$ cat config.mk
export PLATFORM = sky130hd
export DESIGN_NAME = frm_irq_status
export DESIGN_NICKNAME = d
export VERILOG_FILES = /design/src/rtl/fisr_pkg.sv /design/src/rtl/fisr_clear_ctl.sv /design/src/rtl/fisr_sticky_bit.sv /design/src/rtl/frm_irq_status.sv
export SDC_FILE = /design/constraint.sdc
export NUM_CORES = 1
export LEC_CHECK = 0
export BUFFER_PORTS_ARGS = -buffer_cell sky130_fd_sc_hd__buf_4
export CAP_MARGIN = 10
export CELL_PAD_IN_SITES_DETAIL_PLACEMENT = 0
export CELL_PAD_IN_SITES_GLOBAL_PLACEMENT = 1
export CORE_AREA = 2 2 39 41
export DETAILED_ROUTE_END_ITERATION = 7
export DIE_AREA = 0 0 41 43
export PLACE_DENSITY = 0.71
export SLEW_MARGIN = 20
export SYNTH_ARGS = -nofsm -noshare
export SYNTH_HDL_FRONTEND = slang
export SYNTH_HIERARCHICAL = 1
export SYNTH_SLANG_ARGS = --single-unit
$ cat constraint.sdc
create_clock -name clk -period 1.61 [get_ports clk]
set_clock_uncertainty 0.2 [all_clocks]
set_input_delay 0.0805 -clock clk [delete_from_list [all_inputs] [get_ports clk]]
set_output_delay 0.0805 -clock clk [all_outputs]
set_load 0.005 [all_outputs]
$ cat src/rtl/fisr_pkg.sv
// Package: shared constants and types for the framer interrupt status register.
// Assumes one 8-bit register with the event field placed at EVT_LSB.
package fisr_pkg;
    localparam int REG_W   = 8;
    localparam int NUM_EVT = 3;
    localparam int EVT_LSB = 3;   // oof at LSB, then align, then signaling

    typedef enum logic {
        CLR_ON_READ = 1'b0,
        CLR_W1C     = 1'b1
    } clr_mode_e;
endpackage

$ cat src/rtl/fisr_clear_ctl.sv
// Module: works out the per-bit clear request from the access strobes and the clear mode.
// Assumes rd_en and wr_en are single-cycle strobes. wr_bits is the event field of wr_data.
module fisr_clear_ctl
    import fisr_pkg::*;
#(
    parameter int N_EVT = NUM_EVT
) (
    input  logic             clr_mode,
    input  logic             rd_en,
    input  logic             wr_en,
    input  logic [N_EVT-1:0] wr_bits,
    output logic [N_EVT-1:0] clr_vec
);
    // Pick the clear source for each bit based on the mode.
    always_comb begin
        for (int i = 0; i < N_EVT; i++) begin
            if (clr_mode_e'(clr_mode) == CLR_ON_READ)
                clr_vec[i] = rd_en;
            else
                clr_vec[i] = wr_en & wr_bits[i];
        end
    end

    // in write-one-to-clear mode, a cycle with no write requests no clear.
    always_comb begin
        a_r7_read_no_clear: assert (!(clr_mode && !wr_en) || (clr_vec == '0));
    end
    // in clear-on-read mode, a write without a read requests no clear.
    always_comb begin
        a_r6_write_ignored: assert (!(!clr_mode && !rd_en) || (clr_vec == '0));
    end
endmodule

$ cat src/rtl/fisr_sticky_bit.sv
// Module: one sticky status flop. Set has priority over clear.
// Assumes set_i is already gated by the event's enable. Synchronous active-low reset.
module fisr_sticky_bit (
    input  logic clk,
    input  logic rst_n,
    input  logic set_i,
    input  logic clr_i,
    output logic st_o
);
    // Hold the flag; set wins over clear, so no event is lost.
    always_ff @(posedge clk) begin
        if (!rst_n)
            st_o <= 1'b0;
        else if (set_i)
            st_o <= 1'b1;
        else if (clr_i)
            st_o <= 1'b0;
    end

    a_r8_set_wins: assert property (@(posedge clk) disable iff (!rst_n)
        set_i |=> st_o);
    a_r6_clear_takes: assert property (@(posedge clk) disable iff (!rst_n)
        (clr_i && !set_i) |=> !st_o);
    a_r5_holds: assert property (@(posedge clk) disable iff (!rst_n)
        (!set_i && !clr_i) |=> (st_o == $past(st_o)));
    a_r4_no_spurious: assert property (@(posedge clk) disable iff (!rst_n)
        (!set_i && !st_o) |=> !st_o);
endmodule

$ cat src/rtl/frm_irq_status.sv
// Module: framer interrupt status register. It latches enabled event pulses into sticky
// bits, clears them by read or by write-one, and drives an enable-masked interrupt.
// Assumes event pulses are synchronous to clk. Synchronous active-low reset.
module frm_irq_status
    import fisr_pkg::*;
#(
    parameter int DATA_W  = REG_W,
    parameter int FLD_LSB = EVT_LSB
) (
    input  logic              clk,
    input  logic              rst_n,
    input  logic              evt_sig_chg,
    input  logic              evt_align_chg,
    input  logic              evt_oof_chg,
    input  logic              en_sig,
    input  logic              en_align,
    input  logic              en_oof,
    input  logic              clr_mode,
    input  logic              rd_en,
    input  logic              wr_en,
    input  logic [DATA_W-1:0] wr_data,
    output logic [DATA_W-1:0] rd_data,
    output logic              irq
);
    localparam int N_EVT  = NUM_EVT;
    localparam int FLD_HI = FLD_LSB + N_EVT - 1;

    logic [N_EVT-1:0] evt_vec;
    logic [N_EVT-1:0] en_vec;
    logic [N_EVT-1:0] clr_vec;
    logic [N_EVT-1:0] st_vec;
    logic             unused_wr_bits;

    assign evt_vec = {evt_sig_chg, evt_align_chg, evt_oof_chg};
    assign en_vec  = {en_sig, en_align, en_oof};
    assign unused_wr_bits = ^{wr_data[DATA_W-1:FLD_HI+1], wr_data[FLD_LSB-1:0]};

    fisr_clear_ctl #(.N_EVT(N_EVT)) u_clr (
        .clr_mode (clr_mode),
        .rd_en    (rd_en),
        .wr_en    (wr_en),
        .wr_bits  (wr_data[FLD_HI:FLD_LSB]),
        .clr_vec  (clr_vec)
    );

    // One sticky flop per event, with the set gated by its enable.
    for (genvar g = 0; g < N_EVT; g++) begin : g_bit
        fisr_sticky_bit u_bit (
            .clk   (clk),
            .rst_n (rst_n),
            .set_i (evt_vec[g] & en_vec[g]),
            .clr_i (clr_vec[g]),
            .st_o  (st_vec[g])
        );
    end

    // Place the status field in the register image; the other bits read as zero.
    always_comb begin
        rd_data = '0;
        rd_data[FLD_HI:FLD_LSB] = st_vec;
    end

    // Drive the interrupt from the status bits masked by their enables.
    assign irq = |(st_vec & en_vec);

    a_r9_irq_masked: assert property (@(posedge clk) disable iff (!rst_n)
        (en_vec == '0) |-> !irq);
    a_r1_reset_clear: assert property (@(posedge clk)
        !rst_n |=> (rd_data == '0));
endmodule

==> reports/results.txt, run 1 <==
outcome = completed
via count = 254
Crit. Startpoint = en_oof
die width = 41 µm
core area = 1380 µm²
I/O Buffers = 17
CTS tree = done
CTS H-tree depth = 1
layout cells sized above 1 = 45.3%
worst-skew pair later-pin latency = 0.23 ns
die footprint = 1760 µm²
# nets final = 73
Pleak = 0.232 nW
Overflow after GRT = 0
initial core utilization = 17.2%
Total GRT Usage = 8.02%
Arr. time, crit path = 1.28 ns
Synth Register Bits = 3
Post-Syn Area = 238 µm²
Post-Place Cells = 59
min Tclk post-route = 1.56 ns
CP Capture Type = output pin
non-filler cells, final = 69
placer's final routability congestion estimate = 0.615
max FFs per register = 3
diode count = 0
register area share after synthesis = 25.3%
hold path start = rd_en
global-route wire length before repair = 869 µm
initial antenna violation count = 0
Max-Cap Viols = 0
CP Launch Type = input port
Top reg by flops = g_bit.u_bit/st_o
Final setup viols = 0
kind of critical path = input port to output pin
fin area = 449 µm²
Syn Inst Count = 27
post-route setup TNS = 0 ns
pin count of the biggest net entering global routing = 5
clk buf depth = 2
Synth cell types = 11
row count = 14
Layout area overhead = 88.9%
final core occ = 32.5%
Peak VDD IR = 0.000218 V
reg2reg start = g_bit[2].u_bit/st_o
CTS Buf Count = 3
Initial DRT Pass Iterations = 4
via-per-instance ratio = 3.68
Post-DP Area = 363 µm²
# IOs = 28
DRC errors left = 0
Iteration-0 DRC Markers = 4
post-route antenna net violation count = 0
wire per inst = 8.78 µm
clock-pin slew on the worst setup and hold paths = 0.04 ns
Power Density = 656 nW/µm²
Final period util = 97.2%
final hold violation count = 0
RSZ-0062 raised after global routing = no
Slew Limit Fails = 0
Critical Path Fanout Max = 2
Synthesis Warnings = 6
vias in the first global route = 249
Hold Path Class = input port to register
fmax = 639 MHz
Root Driver = clkbuf_4
chip height = 43 µm
CTS Sinks = 3
Syn Area/Cell = 8.80 µm²
wirelength, routed = 606 µm
registers with the most flip-flops = g_bit.u_bit/st_o (3)
CP Data Required Time = 1.33 ns
-- per-layer routing --
metal	vias to the layer above	global-route usage [%]	share of wire, %
li1	130	-	-
met1	105	7.67	39
met2	19	10.9	47
met3	0	4.71	14
met4	0	8.00	0
met5	-	0	0
-- layout by cell type (no fill, tap or decap), types with 3 or more instances in the layout --
cell type	netlist	final
dlygate4sd3_1	0	6
clkbuf_4	0	3
nand3_1	3	3
dfxtp_1	3	3
and2_1	3	3
buf_4	5	17
nand2_1	3	3
conb_1	1	5
nor2b_4	3	3
o21a_1	3	3
-- report_power, final --
| part | internal [mW] | switching (mW) | total (mW) |
|---|---|---|---|
| Sequential | 0.0794 | 0.00344 | 0.0829 |
| Clock | 0.0929 | 0.0385 | 0.131 |
| Combinational | 0.0538 | 0.0264 | 0.0803 |
| Total | 0.226 | 0.0684 | 0.295 |
-- critical path, stage by stage --
cell,delay [ns]
dlygate4sd3_1,0.54
buf_4,0.14
a222oi_1,0.30
inv_1,0.08
buf_4,0.14
-- synth_stat cells --
| library cell | instances | area share [%] |
|---|---|---|
| dfxtp_1 | 3 | 25 |
| nand2_1 | 3 | 4.7 |
| and2_1 | 3 | 7.9 |
| inv_1 | 1 | 1.6 |
| o21a_1 | 3 | 9.5 |
| nor2b_4 | 3 | 17 |
| nand2b_4 | 1 | 5.8 |
| nand3_1 | 3 | 6.3 |
| conb_1 | 1 | 1.6 |
| buf_4 | 5 | 16 |
| a222oi_1 | 1 | 4.2 |
-- path summary, 6_finish.rpt --
check / cells after the start / slack, ns / to
hold reg to reg: 2 / 0.40 / g_bit[1].u_bit/st_o
setup / recovery: 5 / 0.05 / irq
hold / removal: 5 / 0.14 / g_bit[1].u_bit/st_o
setup reg to reg: 3 / 0.16 / g_bit[2].u_bit/st_o
-- cells by family (layout without fill, tap and decap cells) --
family	Yosys count	in the layout	synth area share, %
AND/OR/NAND/NOR	13	13	42.1
AO/OA/AOI/OAI	4	4	13.7
flip-flops	3	3	25.3
other	1	5	1.58
buffers and inverters	6	28	17.4
-- cell type report --
type                       count  area, µm²
multi-input combinational     22        151
tap                           16       20.0
fill                         149        935
clock buffer                   4       26.3
sequential                     3       60.1
timing repair buffer          23        188
inverter                       1       3.75
-- per-stage QoR --
stage	total power [mW]	worst slack, ns	hold slack [ns]
after floorplan	0.121	0.629	-0.00205
after global placement	0.152	0.497	0.108
after detailed placement	0.152	0.493	0.110
after CTS	0.303	0.0740	0.135
after global routing	0.319	0.0154	0.166
final	0.295	0.0454	0.137
-- timing repair --
| action | CTS | global route |
|---|---|---|
| endpoints found under the hold margin | 3 | 0 |
| buffers inserted | 0 | 0 |
| resized for setup | 0 | 0 |
| hold buffers | 6 | 0 |
Note: power is estimated with default switching activity, not from simulation.
==> run 2, diff against run 1 <==
- ABC_AREA: not set -> 1
- CORE_AREA: 2 2 39 41 -> not set
- CORE_MARGIN: not set -> 2
- CORE_UTILIZATION: not set -> 19
- DIE_AREA: 0 0 41 43 -> not set
- HOLD_SLACK_MARGIN: not set -> 0.15
- PLACE_DENSITY: 0.71 -> 0.77
==> run 2 against run 1 <==
Net effect:
- die area shrank 7.1%
- design area rose by 14%
- setup slack improved by 0.021 ns
- first-iteration DRC count down 50%
- maximum frequency increased by 1.3%
- critical endpoint is now g_bit[0].u_bit/st_o
- largest power group unchanged
==> reports/results.txt, run 2 <==
fin area = 513 µm² (+14%)
initial core utilization = 19.9% (+2.7 points)
Async SR Flop Fraction = 0% (unchanged)
Synthesis Warnings = 6 (unchanged)
Syn Area/Cell = 6.02 µm² (-32%)
max FFs per register = 3 (unchanged)
setup slack after layout = 0.0661 ns (+0.0207 ns)
Hold Path Class = input port to output pin
RSZ-0062 raised after global routing = no
post-route setup TNS = 0 ns (unchanged)
global-route wire length before repair = 1070 µm (+23%)
Final setup viols = 0 (unchanged)
layout cells sized above 1 = 35.6% (-9.7 points)
die footprint = 1640 µm² (-7.1%)
commonest non-fill, non-tap cell in the layout = buf_4
Max-Cap Viols = 0 (unchanged)
CTS tree = done
CP Capture Type = register
final hold violation count = 0 (unchanged)
die width = 40.5 µm (-1.3%)
diode count = 0 (unchanged)
pre-CTS WS = 0.749 ns (+0.256 ns)
commonest cells after routing, fill and taps aside = buf_4 (17), nand2_1 (12), inv_1 (12), dlygate4sd3_1 (11), conb_1 (5)
cts repair resizes = 0 (unchanged)
pin count of the biggest net entering global routing = 4 (-1)
P_int = 0.229 mW (+1.1%)
min Tclk post-route = 1.54 ns (-0.0207 ns)
worst-skew pair later-pin latency = 0.23 ns (about the same)
part of the power in the clock network = 43.2% (-1.4 points)
Slew Limit Fails = 0 (unchanged)
wire per inst = 6.92 µm (-21%)
placer's final routability congestion estimate = 0.658 (+6.9%)
CTS H-tree depth = 1 (unchanged)
CP Data Required Time = 1.54 ns (+0.21 ns)
# IOs = 28 (unchanged)
Iteration-0 DRC Markers = 2 (-2)
I/O Buffers = 17 (unchanged)
clock-pin slew on the worst setup and hold paths = 0.04 ns (about the same)
Post-Syn Area = 253 µm² (+6.3%)
fillers = 141 (-5.4%)
Critical Path Fanout Max = 1 (-1)
CP Launch Type = input port
Yosys top cell area share = 23.8% (-1.5 points)
final core occ = 40.4% (+8.0 points)
Most used DFF post-synth = dfxtp_1
CTS Buf Count = 3 (unchanged)
Synth Register Bits = 3 (unchanged)
synth top area cells = dfxtp_1 (24%), inv_1 (18%), nand2_1 (18%)
via count = 323 (+27%)
Peak VDD IR = 0.000272 V (+25%)
Commonest cells post-synth = inv_1 (12), nand2_1 (12), buf_4 (5)
largest area contributor in the netlist = dfxtp_1
Net Sw Frac = 23.9% (+0.72 points)
Pleak = 0.297 nW (+28%)
Root Driver = clkbuf_4
register area share after synthesis = 23.8% (-1.5 points)
Synth cell types = 10 (-1)
Pwr Total = 0.301 mW (+2.1%)
post-route antenna net violation count = 0 (unchanged)
number of synthesized flops with an enable pin = 0 (unchanged)
initial antenna violation count = 0 (unchanged)
Logic pwr share = 29.3% (+2.0 points)
Total GRT Usage = 10.4% (+2.4 points)
wirelength, routed = 609 µm (+0.50%)
Arr. time, crit path = 1.47 ns (+0.19 ns)
CTS Sinks = 3 (unchanged)
row count = 13 (-1)
HPWL Detailed = 457 µm
Post-DP Area = 377 µm² (+3.8%)
Top reg by flops = g_bit.u_bit/st_o
clk buf depth = 2 (unchanged)
chip height = 40.5 µm (-5.9%)
core area = 1270 µm² (-8.3%)
Layout area overhead = 103%
Final period util = 95.9% (-1.3 points)
vias in the first global route = 286 (+15%)
kind of critical path = input port to register
part of the power in registers = 27.5% (-0.6 points)
registers with the most flip-flops = g_bit.u_bit/st_o (3)
outcome = completed
# nets final = 93 (+27%)
Power Density = 586 nW/µm² (-11%)
Initial DRT Pass Iterations = 2 (-2)
DRC errors left = 0 (unchanged)
Post-CTS Setup Inserts = 0 (unchanged)
Syn Inst Count = 42 (+56%)
via-per-instance ratio = 3.67 (-0.29%)
Overflow after GRT = 0 (unchanged)
Net Switching = 0.0720 mW (+5.2%)
fmax = 648 MHz (+1.3%)
-- run 2: area by class of cell --
type | instances | area (µm²) | area share (%)
Sequential cell | 3 | 60.1 | 11.7
Timing Repair Buffer | 28 | 238 | 46.3
Inverter | 13 | 48.8 | 9.51
Clock buffer | 4 | 26.3 | 5.12
Tap cell | 15 | 18.8 | 3.66
Multi-Input combinational cell | 25 | 121 | 23.7
-- run 2: path summary, 6_finish.rpt --
path	start	endpoint	slack, ns	depth (start not counted)
worst max-delay path	evt_oof_chg	g_bit[0].u_bit/st_o	0.07	7
worst max register to register	g_bit[1].u_bit/st_o	g_bit[1].u_bit/st_o	0.28	3
worst min register to register	g_bit[0].u_bit/st_o	g_bit[0].u_bit/st_o	0.29	2
worst min-delay path	en_oof	irq	0.25	4
-- run 2: metal layers --
| metal | wire, µm | track usage [%] | vias to the layer above |
|---|---|---|---|
| met5 | 0 | 0 | - |
| met4 | 0 | 5.00 | 0 |
| met3 | 55 | 6.67 | 0 |
| met2 | 326 | 16.7 | 12 |
| met1 | 228 | 10.4 | 141 |
| li1 | - | - | 170 |
-- run 2: power groups by stage --
stage	logic (mW)	clock network, mW	registers [mW]
after floorplan	0.0350	0	0.0840
after global placement	0.0665	0	0.0839
after detailed placement	0.0671	0	0.0838
after CTS	0.0882	0.136	0.0827
final	0.0880	0.130	0.0828
after global routing	0.101	0.141	0.0832
-- run 2: cells by family (layout without fill, tap and decap cells) --
group	Yosys count	after routing	share of synthesized area (%)
buffers and inverters	18	45	34.2
and+or+nand+nor	17	17	30.2
AOI/OAI and AO/OA	3	3	10.4
DFF	3	3	23.8
other	1	5	1.48
-- run 2: metrics by stage --
stage	std cells	hold WS, ns
floorplan	46	0.00204
global placement	73	0.134
detailed placement	73	0.136
CTS	88	0.252
global route	88	0.276
finish	88	0.247
-- run 2: worst max-delay path, stage by stage --
cell and delay, ns:
dlygate4sd3_1 0.53, buf_4 0.13, nand2_1 0.04, dlygate4sd3_1 0.54, inv_1 0.04, inv_1 0.06
a21oi_2 0.05
-- run 2: timing repair --
action	CTS	global route
hold buffers	11	1
endpoints found under the setup margin	0	1
hold endpoints to repair	3	1
==> run 3, diff against run 2 <==
- ABC_AREA: 1 -> not set
- CORE_AREA: not set -> 2 2 39 41
- CORE_MARGIN: 2 -> not set
- CORE_UTILIZATION: 19 -> not set
- DIE_AREA: not set -> 0 0 41 43
- PLACE_DENSITY: 0.77 -> 0.71
==> run 3 against run 2 <==
Net effect:
- hold slack lost 0.080 ns
- sequential share of layout area grew 0.57 points
- routed wire length grew 7.2%
- design area shrank 4.6%
- clock power is essentially flat
- largest cell class unchanged
- via count shrank 15%
- die area grew 7.6%
- final cell count shrank 17%
- combinational power is essentially flat
- critical path type is now input port to output pin
- first-iteration DRC count grew 100%
==> reports/results.txt, run 3 (synthesized netlist as in run 1, its figures left out) <==
outcome = completed
pin count of the biggest net entering global routing = 5 (+1)
reg2reg start = g_bit[2].u_bit/st_o
CP Capture Type = output pin
global-route wire length before repair = 917 µm (-14%)
via-per-instance ratio = 3.75 (+2.3%)
kind of critical path = input port to output pin
commonest non-fill, non-tap cell in the layout = buf_4
I/O Buffers = 17 (unchanged)
CTS H-tree depth = 1 (unchanged)
Post-DP Area = 363 µm² (-3.7%)
Root Driver = clkbuf_4
worst-skew pair later-pin latency = 0.23 ns (about the same)
chip height = 43 µm (+6.3%)
Layout area overhead = 106%
vias in the first global route = 266 (-7.0%)
min Tclk post-route = 1.56 ns (+0.0207 ns)
# nets final = 77 (-17%)
initial core utilization = 17.2% (-2.7 points)
Max-Cap Viols = 0 (unchanged)
Top reg by flops = g_bit.u_bit/st_o
hold slack = 0.167 ns (-0.0800 ns)
commonest cells after routing, fill and taps aside = buf_4 (17), dlygate4sd3_1 (10), conb_1 (5)
Initial DRT Pass Iterations = 4 (+2)
die footprint = 1760 µm² (+7.6%)
CP max stage cell = dlygate4sd3_1
part of the power in the clock network = 43.4% (+0.2 points)
Net Switching = 0.0698 mW (-3.0%)
hold path start = clr_mode
core area = 1380 µm² (+9.1%)
Final setup viols = 0 (unchanged)
Net Sw Frac = 23.1% (-0.85 points)
max FFs per register = 3 (unchanged)
Overflow after GRT = 0 (unchanged)
placer's final routability congestion estimate = 0.615 (-6.5%)
clock-pin slew on the worst setup and hold paths = 0.04 ns (about the same)
Pleak = 0.247 nW (-17%)
initial antenna violation count = 0 (unchanged)
layout cells sized above 1 = 42.1% (+6.5 points)
Slew Limit Fails = 0 (unchanged)
Total GRT Usage = 8.42% (-2.0 points)
Iteration-0 DRC Markers = 4 (+2)
Crit Reg-Reg Endpoint = g_bit[2].u_bit/st_o
final hold violation count = 0 (unchanged)
post-route antenna net violation count = 0 (unchanged)
Critical Path Max Stage Delay = 0.54 ns (about the same)
DRC errors left = 0 (unchanged)
Final period util = 97.2% (+1.3 points)
die width = 41 µm (+1.3%)
CP Data Required Time = 1.33 ns (-0.21 ns)
Arr. time, crit path = 1.28 ns (-0.19 ns)
worst reg2reg path depth = 3 (unchanged)
fin area = 489 µm² (-4.6%)
registers with the most flip-flops = g_bit.u_bit/st_o (3)
CP Buf/Inv Count = 4 (-1)
largest delay contributor family on the critical path = buffers and inverters
wire per inst = 8.95 µm (+29%)
diode count = 0 (unchanged)
# IOs = 28 (unchanged)
cts repair resizes = 0 (unchanged)
Peak VDD IR = 0.000228 V (-16%)
row count = 14 (+1)
clk buf depth = 2 (unchanged)
CTS Buf Count = 3 (unchanged)
post-route setup TNS = 0 ns (unchanged)
fmax = 639 MHz (-1.3%)
reg2reg setup slack = 0.16 ns (-0.12 ns)
Power Density = 618 nW/µm² (+5.4%)
most used cell, CP = buf_4
CP Launch Type = input port
hold worst-path end = g_bit[1].u_bit/st_o
via count = 274 (-15%)
P_int = 0.232 mW (+1.6%)
part of the power in registers = 27.4% (about the same)
crit path cell chain = dlygate4sd3_1, buf_4, a222oi_1, inv_1, buf_4
Hold Path Cell Cnt = 5 (+1)
RSZ-0062 raised after global routing = no
Critical Path Fanout Max = 2 (+1)
wirelength, routed = 653 µm (+7.2%)
Logic pwr share = 29.1% (-0.2 points)
CTS Sinks = 3 (unchanged)
Hold Path Class = input port to register
CTS tree = done
run 3: changes by cell type in the layout (fill, tap and decap cells not counted), moves of 3 or more:
| cell | change |
|---|---|
| inv_1 | -11 |
| o21a_1 | +3 |
| and2_1 | +3 |
| nand2_1 | -9 |
| nor2b_4 | +3 |
| a21oi_2 | -3 |
run 3: worst max path at each step:
stage / from / end / slack [ns] / cells past startpoint
3_3_place_gp: g_bit[0].u_bit/st_o / irq / 0.50 / 3
4_1_cts: en_oof / irq / 0.07 / 5
5_1_grt: en_oof / irq / 0.02 / 5
2_1_floorplan: g_bit[0].u_bit/st_o / irq / 0.63 / 2
6_report: en_oof / irq / 0.05 / 5
3_5_place_dp: g_bit[0].u_bit/st_o / irq / 0.49 / 3
run 3: worst reg2reg max path, delay by kind of cell, from the launching register on:
family,cells,cell delay (ns)
AO/OA/AOI/OAI,1,0.15
AND/OR/NAND/NOR,1,0.13
buffers and inverters,1,0.54
flip-flops,1,0.32
run 3: routing by layer:
metal  wire [µm]  vias up  share of wire, %  global-route usage (%)
met5           0        -                 0                       0
met2         318       19                49                    12.5
li1            -      138                 -                       -
met1         250      117                38                    7.35
met4           0        0                 0                    8.00
met3          84        0                13                    4.71
run 3: what timing repair did:
action,in CTS,in global routing
buffers inserted,0,0
endpoints found under the hold margin,3,0
hold buffers,10,0
run 3: layout make-up:
cell class	instances	area (µm²)
inverters	1	3.75
flip-flops and latches	3	60.1
fillers	149	895
well taps	16	20.0
multi-input cells	22	151
repair buffers	27	228
clock buffers	4	26.3
run 3: stage by stage:
step	total power, mW	util [%]	setup WS, ns	cells
after floorplan	0.121	-	0.629	31
after global placement	0.152	26.2	0.497	59
after detailed placement	0.152	26.2	0.493	59
after CTS	0.310	35.4	0.0740	73
after global routing	0.327	35.4	0.0154	73
final	0.302	35.4	0.0454	73
run 3: power groups by stage:
stage                     sequential, mW  combinational, mW  clock, mW
after floorplan                   0.0840             0.0367          0
after global placement            0.0842             0.0675          0
after detailed placement          0.0841             0.0681          0
after CTS                         0.0832             0.0876      0.139
after global routing              0.0837             0.0962      0.147
final                             0.0829             0.0881      0.131
